--- src/rtl/sem_pkg.sv ---
// Shared types for the semaphore memory controller.
// Assumes a two-bit opcode field per requester.
package sem_pkg;
    typedef enum logic [1:0] {
        OP_READ  = 2'd0,
        OP_WRITE = 2'd1,
        OP_TAS   = 2'd2,
        OP_RSVD  = 2'd3
    } sem_op_e;

    typedef enum logic [2:0] {
        ST_IDLE,
        ST_ACCESS,
        ST_TAS_RD,
        ST_TAS_WR,
        ST_RESP
    } seq_state_e;
endpackage

--- src/rtl/sem_prio_arb.sv ---
// Fixed-priority arbiter: the lowest-index active request wins.
// Purely combinational; the caller decides when the result is used.
module sem_prio_arb #(
    parameter int NREQ = 4,
    localparam int IDXW = (NREQ > 1) ? $clog2(NREQ) : 1
) (
    input  logic [NREQ-1:0] req,
    output logic [NREQ-1:0] win_oh,
    output logic [IDXW-1:0] win_idx,
    output logic            any_req
);
    logic [NREQ:0] seen;

    assign seen[0] = 1'b0;

    for (genvar i = 0; i < NREQ; i++) begin : g_chain
        // a request wins only if no lower index was active
        assign win_oh[i]   = req[i] & ~seen[i];
        assign seen[i+1]   = seen[i] | req[i];
    end

    assign any_req = seen[NREQ];

    // encode the one-hot winner into an index
    always_comb begin
        win_idx = '0;
        for (int k = NREQ - 1; k >= 0; k--) begin
            if (req[k]) win_idx = IDXW'(k);
        end
    end
endmodule

--- src/rtl/sem_mem_array.sv ---
// Single-port word memory: combinational read and synchronous write.
// Synchronous active-low reset clears every word to zero.
module sem_mem_array #(
    parameter int AW = 4,
    parameter int DW = 8,
    localparam int DEPTH = 1 << AW
) (
    input  logic          clk,
    input  logic          rst_n,
    input  logic [AW-1:0] addr,
    input  logic          we,
    input  logic [DW-1:0] wdata,
    output logic [DW-1:0] rdata
);
    logic [DW-1:0] words [DEPTH];

    // storage update: clear on reset, otherwise write when enabled
    always_ff @(posedge clk) begin
        if (!rst_n) begin
            for (int i = 0; i < DEPTH; i++) words[i] <= '0;
        end else if (we) begin
            words[addr] <= wdata;
        end
    end

    assign rdata = words[addr];
endmodule

--- src/rtl/sem_seq_ctrl.sv ---
// Operation sequencer. It accepts one request while idle, runs a read or
// a write in one access cycle, or runs a locked read/write pair for
// test-and-set, and then gives a one-cycle response.
// Assumes each requester holds its request steady until its done pulse.
module sem_seq_ctrl
    import sem_pkg::*;
#(
    parameter int NREQ = 4,
    parameter int AW   = 4,
    parameter int DW   = 8,
    localparam int IDXW = (NREQ > 1) ? $clog2(NREQ) : 1
) (
    input  logic             clk,
    input  logic             rst_n,
    input  logic [2*NREQ-1:0]  req_op,
    input  logic [AW*NREQ-1:0] req_addr,
    input  logic [DW*NREQ-1:0] req_wdata,
    input  logic [IDXW-1:0]  win_idx,
    input  logic             any_req,
    input  logic [DW-1:0]    mem_rdata,
    output logic [NREQ-1:0]  grant,
    output logic [NREQ-1:0]  done,
    output logic             bus_lock,
    output logic [AW-1:0]    mem_addr,
    output logic             mem_we,
    output logic [DW-1:0]    mem_wdata,
    output logic [DW-1:0]    rdata
);
    seq_state_e      state_q;
    logic [IDXW-1:0] owner_q;
    sem_op_e         op_q;
    logic [AW-1:0]   addr_q;
    logic [DW-1:0]   wdata_q;
    logic [DW-1:0]   rdata_q;
    logic [NREQ-1:0] owner_oh;
    int unsigned     sel;

    assign sel = 32'(win_idx);

    // state, captured request and returned data
    always_ff @(posedge clk) begin
        if (!rst_n) begin
            state_q <= ST_IDLE;
            owner_q <= '0;
            op_q    <= OP_READ;
            addr_q  <= '0;
            wdata_q <= '0;
            rdata_q <= '0;
        end else begin
            case (state_q)
                ST_IDLE: if (any_req) begin
                    owner_q <= win_idx;
                    op_q    <= sem_op_e'(req_op[sel*2 +: 2]);
                    addr_q  <= req_addr[sel*AW +: AW];
                    wdata_q <= req_wdata[sel*DW +: DW];
                    state_q <= (sem_op_e'(req_op[sel*2 +: 2]) == OP_TAS)
                               ? ST_TAS_RD : ST_ACCESS;
                end
                ST_ACCESS: begin
                    if (op_q != OP_WRITE) rdata_q <= mem_rdata;
                    state_q <= ST_RESP;
                end
                ST_TAS_RD: begin
                    rdata_q <= mem_rdata;
                    state_q <= ST_TAS_WR;
                end
                ST_TAS_WR: state_q <= ST_RESP;
                default:   state_q <= ST_IDLE;
            endcase
        end
    end

    // memory port drive and outward status
    always_comb begin
        owner_oh  = NREQ'(1) << owner_q;
        mem_addr  = addr_q;
        mem_we    = ((state_q == ST_ACCESS) && (op_q == OP_WRITE)) ||
                    (state_q == ST_TAS_WR);
        mem_wdata = (state_q == ST_TAS_WR) ? DW'(1) : wdata_q;
        grant     = (state_q != ST_IDLE) ? owner_oh : '0;
        done      = (state_q == ST_RESP) ? owner_oh : '0;
        bus_lock  = (state_q == ST_TAS_RD) || (state_q == ST_TAS_WR);
        rdata     = rdata_q;
    end

    // lock rises for one locked pair only: it stays high one more cycle
    assert_lock_rise_R3: assert property (@(posedge clk) disable iff (!rst_n)
        $rose(bus_lock) |=> bus_lock);
    // and it never lasts a third cycle
    assert_lock_len_R3: assert property (@(posedge clk) disable iff (!rst_n)
        (bus_lock && $past(bus_lock)) |=> !bus_lock);
    // single owner at any time
    assert_grant_onehot_R1: assert property (@(posedge clk) disable iff (!rst_n)
        $onehot0(grant));
    // grant held on its owner until the completion pulse
    assert_grant_hold_R4: assert property (@(posedge clk) disable iff (!rst_n)
        ((grant != '0) && (done == '0)) |=> (grant == $past(grant)));
    // completion is a single-cycle pulse
    assert_done_pulse_R5: assert property (@(posedge clk) disable iff (!rst_n)
        (done != '0) |=> (done == '0));
    // done only goes to the current owner, never while locked
    assert_done_owner_R6: assert property (@(posedge clk) disable iff (!rst_n)
        (done != '0) |-> ((done == grant) && !bus_lock));
endmodule

--- src/rtl/sem_bus_ctrl.sv ---
// Top level: fixed-priority arbitration, operation sequencer and word
// memory. Inputs are flat vectors with one slice per requester.
module sem_bus_ctrl #(
    parameter int NREQ = 4,
    parameter int AW   = 4,
    parameter int DW   = 8,
    localparam int IDXW = (NREQ > 1) ? $clog2(NREQ) : 1
) (
    input  logic               clk,
    input  logic               rst_n,
    input  logic [NREQ-1:0]    req_valid,
    input  logic [2*NREQ-1:0]  req_op,
    input  logic [AW*NREQ-1:0] req_addr,
    input  logic [DW*NREQ-1:0] req_wdata,
    output logic [NREQ-1:0]    grant,
    output logic [NREQ-1:0]    done,
    output logic [DW-1:0]      rdata,
    output logic               bus_lock
);
    logic [NREQ-1:0] win_oh;
    logic [IDXW-1:0] win_idx;
    logic            any_req;
    logic [AW-1:0]   mem_addr;
    logic            mem_we;
    logic [DW-1:0]   mem_wdata;
    logic [DW-1:0]   mem_rdata;

    sem_prio_arb #(.NREQ(NREQ)) arb_i (
        .req     (req_valid),
        .win_oh  (win_oh),
        .win_idx (win_idx),
        .any_req (any_req)
    );

    sem_seq_ctrl #(.NREQ(NREQ), .AW(AW), .DW(DW)) seq_i (
        .clk       (clk),
        .rst_n     (rst_n),
        .req_op    (req_op),
        .req_addr  (req_addr),
        .req_wdata (req_wdata),
        .win_idx   (win_idx),
        .any_req   (any_req),
        .mem_rdata (mem_rdata),
        .grant     (grant),
        .done      (done),
        .bus_lock  (bus_lock),
        .mem_addr  (mem_addr),
        .mem_we    (mem_we),
        .mem_wdata (mem_wdata),
        .rdata     (rdata)
    );

    sem_mem_array #(.AW(AW), .DW(DW)) mem_i (
        .clk   (clk),
        .rst_n (rst_n),
        .addr  (mem_addr),
        .we    (mem_we),
        .wdata (mem_wdata),
        .rdata (mem_rdata)
    );

    // the arbiter's pick is always an active request
    assert_arb_pick_R1: assert property (@(posedge clk) disable iff (!rst_n)
        any_req |-> ((win_oh & req_valid) == win_oh) && $onehot(win_oh));
    // a write under lock always stores the set value into memory
    assert_tas_store_R2: assert property (@(posedge clk) disable iff (!rst_n)
        (bus_lock && mem_we) |=> (mem_rdata == DW'(1)));
endmodule

--- config.mk ---
export PLATFORM = sky130hd
export DESIGN_NAME = sem_bus_ctrl
export DESIGN_NICKNAME = d
export VERILOG_FILES = /design/src/rtl/sem_pkg.sv /design/src/rtl/sem_prio_arb.sv /design/src/rtl/sem_mem_array.sv /design/src/rtl/sem_seq_ctrl.sv /design/src/rtl/sem_bus_ctrl.sv
export SDC_FILE = /design/constraint.sdc
export NUM_CORES = 1
export LEC_CHECK = 0
export BUFFER_PORTS_ARGS = -buffer_cell sky130_fd_sc_hd__buf_4
export CORE_ASPECT_RATIO = 1.75
export CORE_UTILIZATION = 57
export DETAILED_ROUTE_END_ITERATION = 6
export PLACE_DENSITY = 0.78
export SYNTH_ARGS = -nofsm -noshare
export SYNTH_HDL_FRONTEND = slang
export SYNTH_SLANG_ARGS = --single-unit
--- constraint.sdc ---
create_clock -name clk -period 2.5 [get_ports clk]
set_clock_uncertainty 0.05 [all_clocks]
set_input_delay 0.25 -clock clk [delete_from_list [all_inputs] [get_ports clk]]
set_output_delay 0.25 -clock clk [all_outputs]
set_load 0.05 [all_outputs]
==> impl_metrics.py, run 1 <==
metrics = {
    "synthesis": {
        "syn_area_um2": 7560,
        "syn-num-nets": 661,
        "synthesis.instances": 599,
        "synthDistinctLibCells": 47,
        "ys.flop_type": "edfxtp_1",
        "synth_top_cell_by_area": "edfxtp_1",
        "ys_seq_elements": 159,
        "yosys-top-cells-area": "edfxtp_1, dfxtp_1, nor2_1",
        "async_flop_share_pct": 0,
        "synthTopCellsByCount": "nor2_1, edfxtp_1, dfxtp_1, nand2_1, a211oi_1",
        "yosysSeqAreaShare_pct": 59.1,
        "yosysTopAreaCellShare_pct": 50.8,
        "synth_edf_count": 128,
        "ys.warnings.count": 0,
        "yosysMostFrequentCell": "nor2_1",
        "avgSynthCellArea_um2": 12.6,
    },
    "setup_path": {
        "critPathCaptureType": "flop",
        "required_ps": 2760,
        "cp-start-kind": "flop",
        "r2r_setup_slack_ps": 150,
        "cp_max_fo": 19,
        "worst_ep_arrival_time_ps": 2600,
        "crit_type": "reg -> reg",
    },
    "routing": {
        "first_pass_iters": 5,
        "vias": 5240,
        "antenna_left": 0,
        "drt-wirelength-per-cell_um": 21.1,
        "routed_wl_mm": 18.0,
        "drcViolationCount": 0,
        "drtIter0Drc": 552,
        "viasPerCell": 6.14,
    },
    "finish": {
        "drive_gt1_share_pct": 25.5,
        "antenna_cells": 0,
        "area_growth_pct": 17.7,
        "fin_nets": 731,
    },
    "sta": {
        "worst_pin_slew_ps": 805,
        "fin_crit_ps": 2350,
        "hold_violations": 0,
        "max_freq_ghz": 0.426,
        "rsz0062_at_grt": "false",
        "slew_headroom_pct": 46.2,
        "slew_viol_final": 0,
        "setup_violations": 0,
        "fin_ws_ps": 154,
        "fin_setup_tns_ps": 0,
        "post-route-period-util_pct": 93.8,
    },
    "global_routing": {
        "grt_max_degree": 33,
        "antenna_found_initial": 0,
        "grt_overflow": 0,
        "grt_pass1_wl_mm": 28.3,
        "grt_pass1_vias": 5381,
        "grt.total_usage_pct": 28.5,
    },
    "power_and_ir_drop": {
        "power.density_nw_per_um2": 778,
        "p_total_mw": 6.92,
        "vdd_drop_max_mv": 0.442,
        "power_leakage_nw": 3.22,
    },
    "die": {
        "fp.dieW_um": 89.1,
        "initial_core_util_pct": 58.4,
        "die_y_um": 154,
        "core_area_um2": 12900,
        "num_io_pins": 79,
        "die_area_um2": 13700,
        "row_count": 55,
    },
    "cts": {
        "cts_inserted_buffers": 17,
        "clockBufferDepth": 2,
        "cts.htree.levels": 4,
        "clock-sinks": 159,
        "ctsRootBufferMaster": "clkbuf_16",
        "cts_resized": 0,
        "clkTransAtPathRegs_ps": 60,
        "post-cts-setup-buffers": 0,
        "clk_latency_ps": 420,
        "cts_tree": "yes",
        "holdBufCountCts": 0,
    },
    "worst_hold_path": {
        "worstHoldPathType": "in -> reg",
    },
    "status": {
        "outcome": "complete, no violations",
    },
    "placed_design": {
        "hpwl_mm": 12.9,
        "gp_congestion": 0.849,
        "dp_slack_ps": 237,
        "numPortBuffers": 78,
    },
    "flow_run": {
        "maxCapViolations": 0,
    },
}
[metal layers]
layer / vias to the layer above / share of wire, % / GRT usage, %
met2: 268 / 56 / 52.7
met5: - / 0 / 0
met4: 0 / 3.4 / 12.6
li1: 2388 / - / -
met1: 2545 / 34 / 30.8
met3: 39 / 5.7 / 5.23
[per-stage QoR]
stage                     utilization [%]  cells  instance area (um2)  hold slack (ps)
after global placement               63.8    820                 8250              393
after detailed placement             63.8    820                 8250              407
after global routing                 68.8    853                 8900             84.3
final                                68.8    853                 8900             66.9
after floorplan                         -    599                 7560              373
after CTS                            68.7    852                 8890             57.8
[where the power goes]
group / leakage, nW / internal (mW) / total [mW] / switching (mW)
clock network: 0.308 / 1.77 / 2.80 / 1.03
logic: 1.33 / 0.407 / 1.02 / 0.610
registers: 1.58 / 2.99 / 3.11 / 0.116
total: 3.22 / 5.16 / 6.92 / 1.76
[final cells by class]
| class | count | area [um2] |
|---|---|---|
| Fill cell | 926 | 4040 |
| Timing Repair Buffer | 99 | 756 |
| Sequential cell | 159 | 4470 |
| Multi-Input combinational cell | 376 | 2760 |
| Tap cell | 171 | 214 |
| Inverter | 16 | 60.1 |
| Clock inverter | 15 | 218 |
| Clock buffer | 17 | 425 |
[critical path, stage by stage (launching register included)]
cell and delay (ps):
dfxtp_2 610, buf_12 250, mux4_1 630, mux2i_1 360, mux2i_1 130, a22o_1 190
[sequential cells by signal, indices dropped and copies added (netlist names), named ones only]
name,cells
mem_i.words,128
seq_i.mem_addr,4
seq_i.op_q,2
seq_i.owner_q,2
seq_i.rdata,8
seq_i.state_q,3
seq_i.wdata_q,8
[path summary, 6_finish.rpt]
check,cells after the start,endpoint,start
max,5,seq_i.rdata[3],flop
min,3,seq_i.wdata_q[3],req_wdata[3]
max reg2reg,5,seq_i.rdata[3],flop
min reg2reg,2,seq_i.wdata_q[3],seq_i.wdata_q[3]
[cell usage in the layout, fill, tap and decap left out, drive strengths merged, types with 4 or more instances in the layout]
cell type / instances
a22o: 9
mux2i: 24
bufinv: 5
a211oi: 26
nor2b: 7
buf: 98
nand3: 24
nor3: 5
clkbuf: 18
nor2: 142
o21ai: 16
mux4: 32
nand4: 4
or4b: 12
o311ai: 13
edfxtp: 128
nand2b: 6
nand2: 32
a21oi: 5
inv: 17
dfxtp: 31
clkinv: 7
[cells by family after synthesis]
logic type             count (synthesis)  share of synthesized area [%]
AND/OR/NAND/NOR                      241                           15.3
flip-flops                           159                           59.1
AO/OA/AOI/OAI                         79                           7.66
buffers and inverters                 64                           4.44
multiplexers                          56                           13.5
Note: power is estimated with default switching activity, not from simulation.
==> run 2, diff against run 1 <==
--- a/config.mk
+++ b/config.mk
@@ -6,10 +6,13 @@
 export NUM_CORES = 1
 export LEC_CHECK = 0
 export BUFFER_PORTS_ARGS = -buffer_cell sky130_fd_sc_hd__buf_4
+export CAP_MARGIN = 20
 export CORE_ASPECT_RATIO = 1.75
 export CORE_UTILIZATION = 57
 export DETAILED_ROUTE_END_ITERATION = 6
+export GPL_ROUTABILITY_DRIVEN = 0
 export PLACE_DENSITY = 0.78
+export RECOVER_POWER = 100
 export SYNTH_ARGS = -nofsm -noshare
 export SYNTH_HDL_FRONTEND = slang
 export SYNTH_SLANG_ARGS = --single-unit
==> run 2 against run 1 <==
- non-clock buffer count stayed put
- die area did not move
- core utilization down 1.7 points
- highest routed layer unchanged
- final cell count is the same
- fmax grew 0.94%
- clock power is 8.6% lower
- critical path depth did not move
- wire length is 0.98% lower
- design area decreased by 2.5%
- sequential share of layout area rose by 1.3 points
==> impl_metrics.py, run 2 (same netlist as run 1, synthesis figures left out) <==
metrics = {
    "cts": {
        "cts_inserted_buffers": 17,
        "clock-sinks": 159,
        "holdBufCountCts": 0,
        "ctsRootBufferMaster": "clkbuf_16",
        "post-cts-setup-buffers": 0,
        "clkTransAtPathRegs_ps": 60,
        "cts_resized": 0,
        "clockBufferDepth": 2,
        "clk_latency_ps": 420,
        "cts.htree.levels": 4,
        "cts_tree": "yes",
    },
    "setup_path": {
        "critPathMostFrequentCell": "mux2i_1",
        "cp_max_fo": 19,
        "cp_cell_sequence": "buf_12 -> mux4_1 -> mux2i_1 -> mux2i_1 -> a22o_1",
        "critPathCaptureType": "flop",
        "crit_type": "reg -> reg",
        "worst_ep_arrival_time_ps": 2590,
        "r2r_setup_slack_ps": 180,
        "critical_path.max_stage_delay_ps": 610,
        "regToRegEndpoint": "seq_i.rdata[6]",
        "slowest_stage": "dfxtp_2",
        "required_ps": 2760,
        "ff2ff_path_depth": 5,
        "cp-start-kind": "flop",
        "worstSetupEndpoint": "seq_i.rdata[6]",
    },
    "power_and_ir_drop": {
        "p_clk_share_pct": 38.6,
        "power_leakage_nw": 3.09,
        "p_int_mw": 4.96,
        "vdd_drop_max_mv": 0.485,
        "pwr-share-comb_pct": 14.7,
        "p_total_mw": 6.64,
        "swShare_pct": 25.2,
        "power.density_nw_per_um2": 765,
        "power_frac_seq_pct": 46.7,
        "switchingPower_mw": 1.67,
    },
    "global_routing": {
        "grt_max_degree": 33,
        "grt_pass1_wl_mm": 27.7,
        "antenna_found_initial": 0,
        "use_met3_pct": 5.02,
        "met2_usage_pct": 52.0,
        "grt_overflow": 0,
        "grt_util_met1_pct": 29.8,
        "grt-busiest-layer": "met2",
        "grt_pass1_vias": 5381,
        "grt.total_usage_pct": 28.0,
    },
    "status": {
        "outcome": "complete, no violations",
    },
    "sta": {
        "post-route-period-util_pct": 93.0,
        "worst_pin_slew_ps": 762,
        "fin_setup_tns_ps": 0,
        "slew_viol_final": 0,
        "setup_violations": 0,
        "rsz0062_at_grt": "false",
        "max_freq_ghz": 0.430,
        "fin_crit_ps": 2320,
        "hold_violations": 0,
        "slew_headroom_pct": 48.8,
    },
    "worst_hold_path": {
        "worstHoldPathType": "in -> reg",
        "worstHoldStart": "req_wdata[0]",
        "holdPathStages": 3,
    },
    "finish": {
        "seqCellArea_um2": 4470,
        "final_area_um2": 8670,
        "final_cell_mix": "nor2_1, edfxtp_1, buf_4, nand2_1, dfxtp_1",
        "area_growth_pct": 14.7,
        "antenna_cells": 0,
        "fillers": 985,
        "multi_input_area_um2": 2700,
        "fin_nets": 731,
        "drive_gt1_share_pct": 19.6,
        "final_common_cell": "nor2_1",
        "largest_reg_flops": 128,
        "top_register": "mem_i.words",
    },
    "routing": {
        "antenna_left": 0,
        "routed_wl_mm": 17.8,
        "first_pass_iters": 6,
        "viasPerCell": 6.14,
        "drtIter0Drc": 473,
        "vias": 5238,
        "drt-wirelength-per-cell_um": 20.9,
        "drcViolationCount": 0,
    },
    "die": {
        "die_area_um2": 13700,
        "fp.dieW_um": 89.1,
        "initial_core_util_pct": 58.4,
        "row_count": 55,
        "die_y_um": 154,
        "num_io_pins": 79,
        "core_area_um2": 12900,
    },
    "flow_run": {
        "maxCapViolations": 0,
    },
    "placed_design": {
        "postPlaceCellArea_um2": 8250,
        "hpwl_mm": 12.9,
        "numPortBuffers": 78,
    },
}
-- run 2: cell count changes in the layout (fill, tap and decap cells not counted), moves of 2 or more --
| cell | previous run | this run |
|---|---|---|
| clkbuf_1 | 0 | 29 |
| nand3_1 | 14 | 23 |
| o21ai_1 | 10 | 0 |
| clkinv_4 | 3 | 0 |
| o21ai_0 | 6 | 16 |
| buf_4 | 97 | 70 |
| nand3_2 | 10 | 1 |
| clkbuf_2 | 0 | 4 |
| bufinv_16 | 5 | 3 |
-- run 2: worst min-delay path by stage --
stage | endpoint | slack (ps)
floorplan | seq_i.owner_q[1] | 370
finish | seq_i.wdata_q[0] | 80
global route | seq_i.wdata_q[3] | 110
global placement | seq_i.op_q[0] | 390
detailed placement | seq_i.op_q[0] | 410
CTS | seq_i.wdata_q[0] | 60
-- run 2: power by group through the flow --
stage          clock [mW]  combinational (mW)  sequential [mW]
2_1_floorplan           0               0.715             3.13
5_1_grt              2.66                1.03             3.12
6_report             2.56               0.974             3.10
3_5_place_dp            0                1.00             3.16
4_1_cts              2.55                1.01             3.10
3_3_place_gp            0               0.987             3.15
-- run 2: per-layer routing --
layer,share of wire (%),up-vias
li1,-,2380
met1,34,2544
met3,5.2,54
met5,0,-
met2,57,260
met4,3.9,0
-- run 2: area by class of cell --
cell class                      instances  area share (%)
Clock inverter                          8            1.34
Tap cell                              171            2.47
Clock buffer                           24            5.32
Sequential cell                       159            51.5
Multi-Input combinational cell        376            31.1
Timing Repair Buffer                   99            7.57
Inverter                               16           0.692
-- run 2: worst max-delay path, delay by kind of cell, from the launching register on --
| family | cells | cell delay, ps |
|---|---|---|
| mux | 3 | 1110 |
| flops | 1 | 610 |
| buf+inv | 1 | 250 |
| compound gates | 1 | 190 |
-- run 2: through the flow --
stage	instances	hold WS (ps)	utilization, %	setup slack, ps
after floorplan	599	373	-	503
after global routing	853	108	67.1	95.6
after detailed placement	821	407	63.8	232
after global placement	820	393	63.8	281
final	853	78.4	67.1	176
after CTS	853	62.3	68.3	213
==> run 3, diff against run 2 <==
--- a/config.mk
+++ b/config.mk
@@ -7,7 +7,7 @@
 export LEC_CHECK = 0
 export BUFFER_PORTS_ARGS = -buffer_cell sky130_fd_sc_hd__buf_4
 export CAP_MARGIN = 20
-export CORE_ASPECT_RATIO = 1.75
+export CORE_ASPECT_RATIO = 1.4
 export CORE_UTILIZATION = 57
 export DETAILED_ROUTE_END_ITERATION = 6
 export GPL_ROUTABILITY_DRIVEN = 0
==> run 3 against run 2 <==
- clock-buffer cell count is 5 lower
- sequential power about the same
- design area decreased by 0.16%
- non-clock buffer count shrank 4
- final cell count shrank 2.6%
- highest routed layer unchanged
==> impl_metrics.py, run 3 (same netlist as run 1, synthesis figures left out) <==
metrics = {
    "die": {
        "die_area_um2": 13700,
        "row_count": 49,
        "die_y_um": 138,
        "fp.dieW_um": 99.3,
        "initial_core_util_pct": 58.7,
        "core_area_um2": 12900,
        "num_io_pins": 79,
    },
    "routing": {
        "vias": 5180,
        "first_pass_iters": 5,
        "antenna_left": 0,
        "viasPerCell": 6.23,
        "drcViolationCount": 0,
        "routed_wl_mm": 17.4,
        "drtIter0Drc": 364,
        "drt-wirelength-per-cell_um": 20.9,
    },
    "setup_path": {
        "crit_buf_inv": 1,
        "worst_ep_arrival_time_ps": 2320,
        "cpLargestDelayFamily": "simple AND/OR/NAND/NOR gates",
        "critical_path.max_stage_delay_ps": 480,
        "crit_type": "reg -> reg",
        "slowest_stage": "dfxtp_1",
        "cp_cell_sequence": "and3b_1 -> a21boi_1 -> buf_4 -> nand3_1 -> nand2_1",
        "critPathCaptureType": "flop",
        "cp_max_fo": 16,
        "required_ps": 2540,
        "cp-start-kind": "flop",
    },
    "sta": {
        "worst_pin_slew_ps": 809,
        "fin_ws_ps": 226,
        "post-route-period-util_pct": 91.0,
        "slew_headroom_pct": 45.7,
        "fin_crit_ps": 2270,
        "hold_violations": 0,
        "rsz0062_at_grt": "false",
        "whs_ps": 54.7,
        "setup_violations": 0,
        "slew_viol_final": 0,
        "fin_setup_tns_ps": 0,
        "max_freq_ghz": 0.440,
    },
    "power_and_ir_drop": {
        "switchingPower_mw": 1.83,
        "power_leakage_nw": 3.08,
        "swShare_pct": 27.7,
        "p_clk_share_pct": 38.5,
        "power_frac_seq_pct": 46.5,
        "vdd_drop_max_mv": 0.414,
        "pwr-share-comb_pct": 15.0,
        "p_total_mw": 6.61,
        "p_int_mw": 4.78,
        "power.density_nw_per_um2": 764,
    },
    "finish": {
        "area_growth_pct": 14.6,
        "layout.cells.non_filler": 831,
        "top_register": "mem_i.words",
        "final_area_um2": 8660,
        "utilization_pct": 67.3,
        "final_cell_mix": "nor2_1, edfxtp_1, buf_4, nand2_1, dfxtp_1",
        "antenna_cells": 0,
        "drive_gt1_share_pct": 20.9,
        "largest_reg_flops": 128,
        "fillers": 922,
        "seqCellArea_um2": 4460,
        "fin_nets": 727,
        "final_common_cell": "nor2_1",
        "multi_input_area_um2": 2720,
    },
    "worst_hold_path": {
        "worstHoldPathType": "in -> reg",
    },
    "cts": {
        "clk_latency_ps": 430,
        "cts_resized": 0,
        "ctsRootBufferMaster": "clkbuf_16",
        "clkTransAtPathRegs_ps": 70,
        "cts_tree": "yes",
        "post-cts-setup-buffers": 0,
        "cts.htree.levels": 4,
        "cts_inserted_buffers": 17,
        "holdBufCountCts": 0,
        "clockBufferDepth": 2,
        "clock-sinks": 159,
    },
    "placed_design": {
        "dp_slack_ps": 317,
        "numPortBuffers": 78,
        "postPlaceCellArea_um2": 8210,
        "hpwl_mm": 12.2,
        "dp_cells": 798,
    },
    "global_routing": {
        "grt_pass1_wl_mm": 26.9,
        "grt_max_degree": 33,
        "grt_pass1_vias": 5152,
        "antenna_found_initial": 0,
        "grt_overflow": 0,
        "grt.total_usage_pct": 26.4,
    },
    "flow_run": {
        "maxCapViolations": 0,
    },
    "status": {
        "outcome": "complete, no violations",
    },
}
run 3: cell count changes in the layout (fill, tap and decap cells not counted), sizes merged:
cell	previous run	this run
clkinvlp	1	2
buf	72	67
clkinv	4	3
bufinv	3	0
inv	16	24
clkbuf	51	47
run 3: worst reg2reg max path, delay by kind of cell, from the launching register on:
kind | cells | cell delay, ps
buffers and inverters | 1 | 270
DFF | 1 | 480
and+or+nand+nor | 3 | 960
AOI/OAI and AO/OA | 1 | 190
run 3: power groups by stage:
stage               Clock (mW)  Combinational (mW)  Sequential, mW
floorplan                    0               0.715            3.13
global placement             0                1.01            3.13
detailed placement           0                1.02            3.13
CTS                       2.54                1.03            3.08
global route              2.66                1.06            3.09
finish                    2.55               0.993            3.07
run 3: worst paths after layout:
| check | start | to | slack, ps | cells after the start |
|---|---|---|---|---|
| max | seq_i.state_q[0] | mem_i.words[13][7] | 230 | 5 |
| min | rst_n | seq_i.state_q[2] | 50 | 2 |
| max reg2reg | seq_i.state_q[0] | mem_i.words[13][7] | 230 | 5 |
| min reg2reg | seq_i.op_q[0] | seq_i.op_q[0] | 420 | 2 |
run 3: cell type report:
cell class / count / area share (%)
inverters: 16 / 0.693
clock buffers: 19 / 5.49
well taps: 153 / 2.21
flip-flops and latches: 159 / 51.5
clock inverters: 13 / 1.31
multi-input cells: 376 / 31.4
repair buffers: 95 / 7.31
run 3: metal layers:
metal  global-route usage, %  vias to the layer above  part of all wire [%]
met2                    50.1                      283                    56
met1                    29.3                     2482                    35
met5                       0                        -                     0
li1                        -                     2378                     -
met4                    8.51                        0                   2.0
met3                    4.60                       37                   6.9
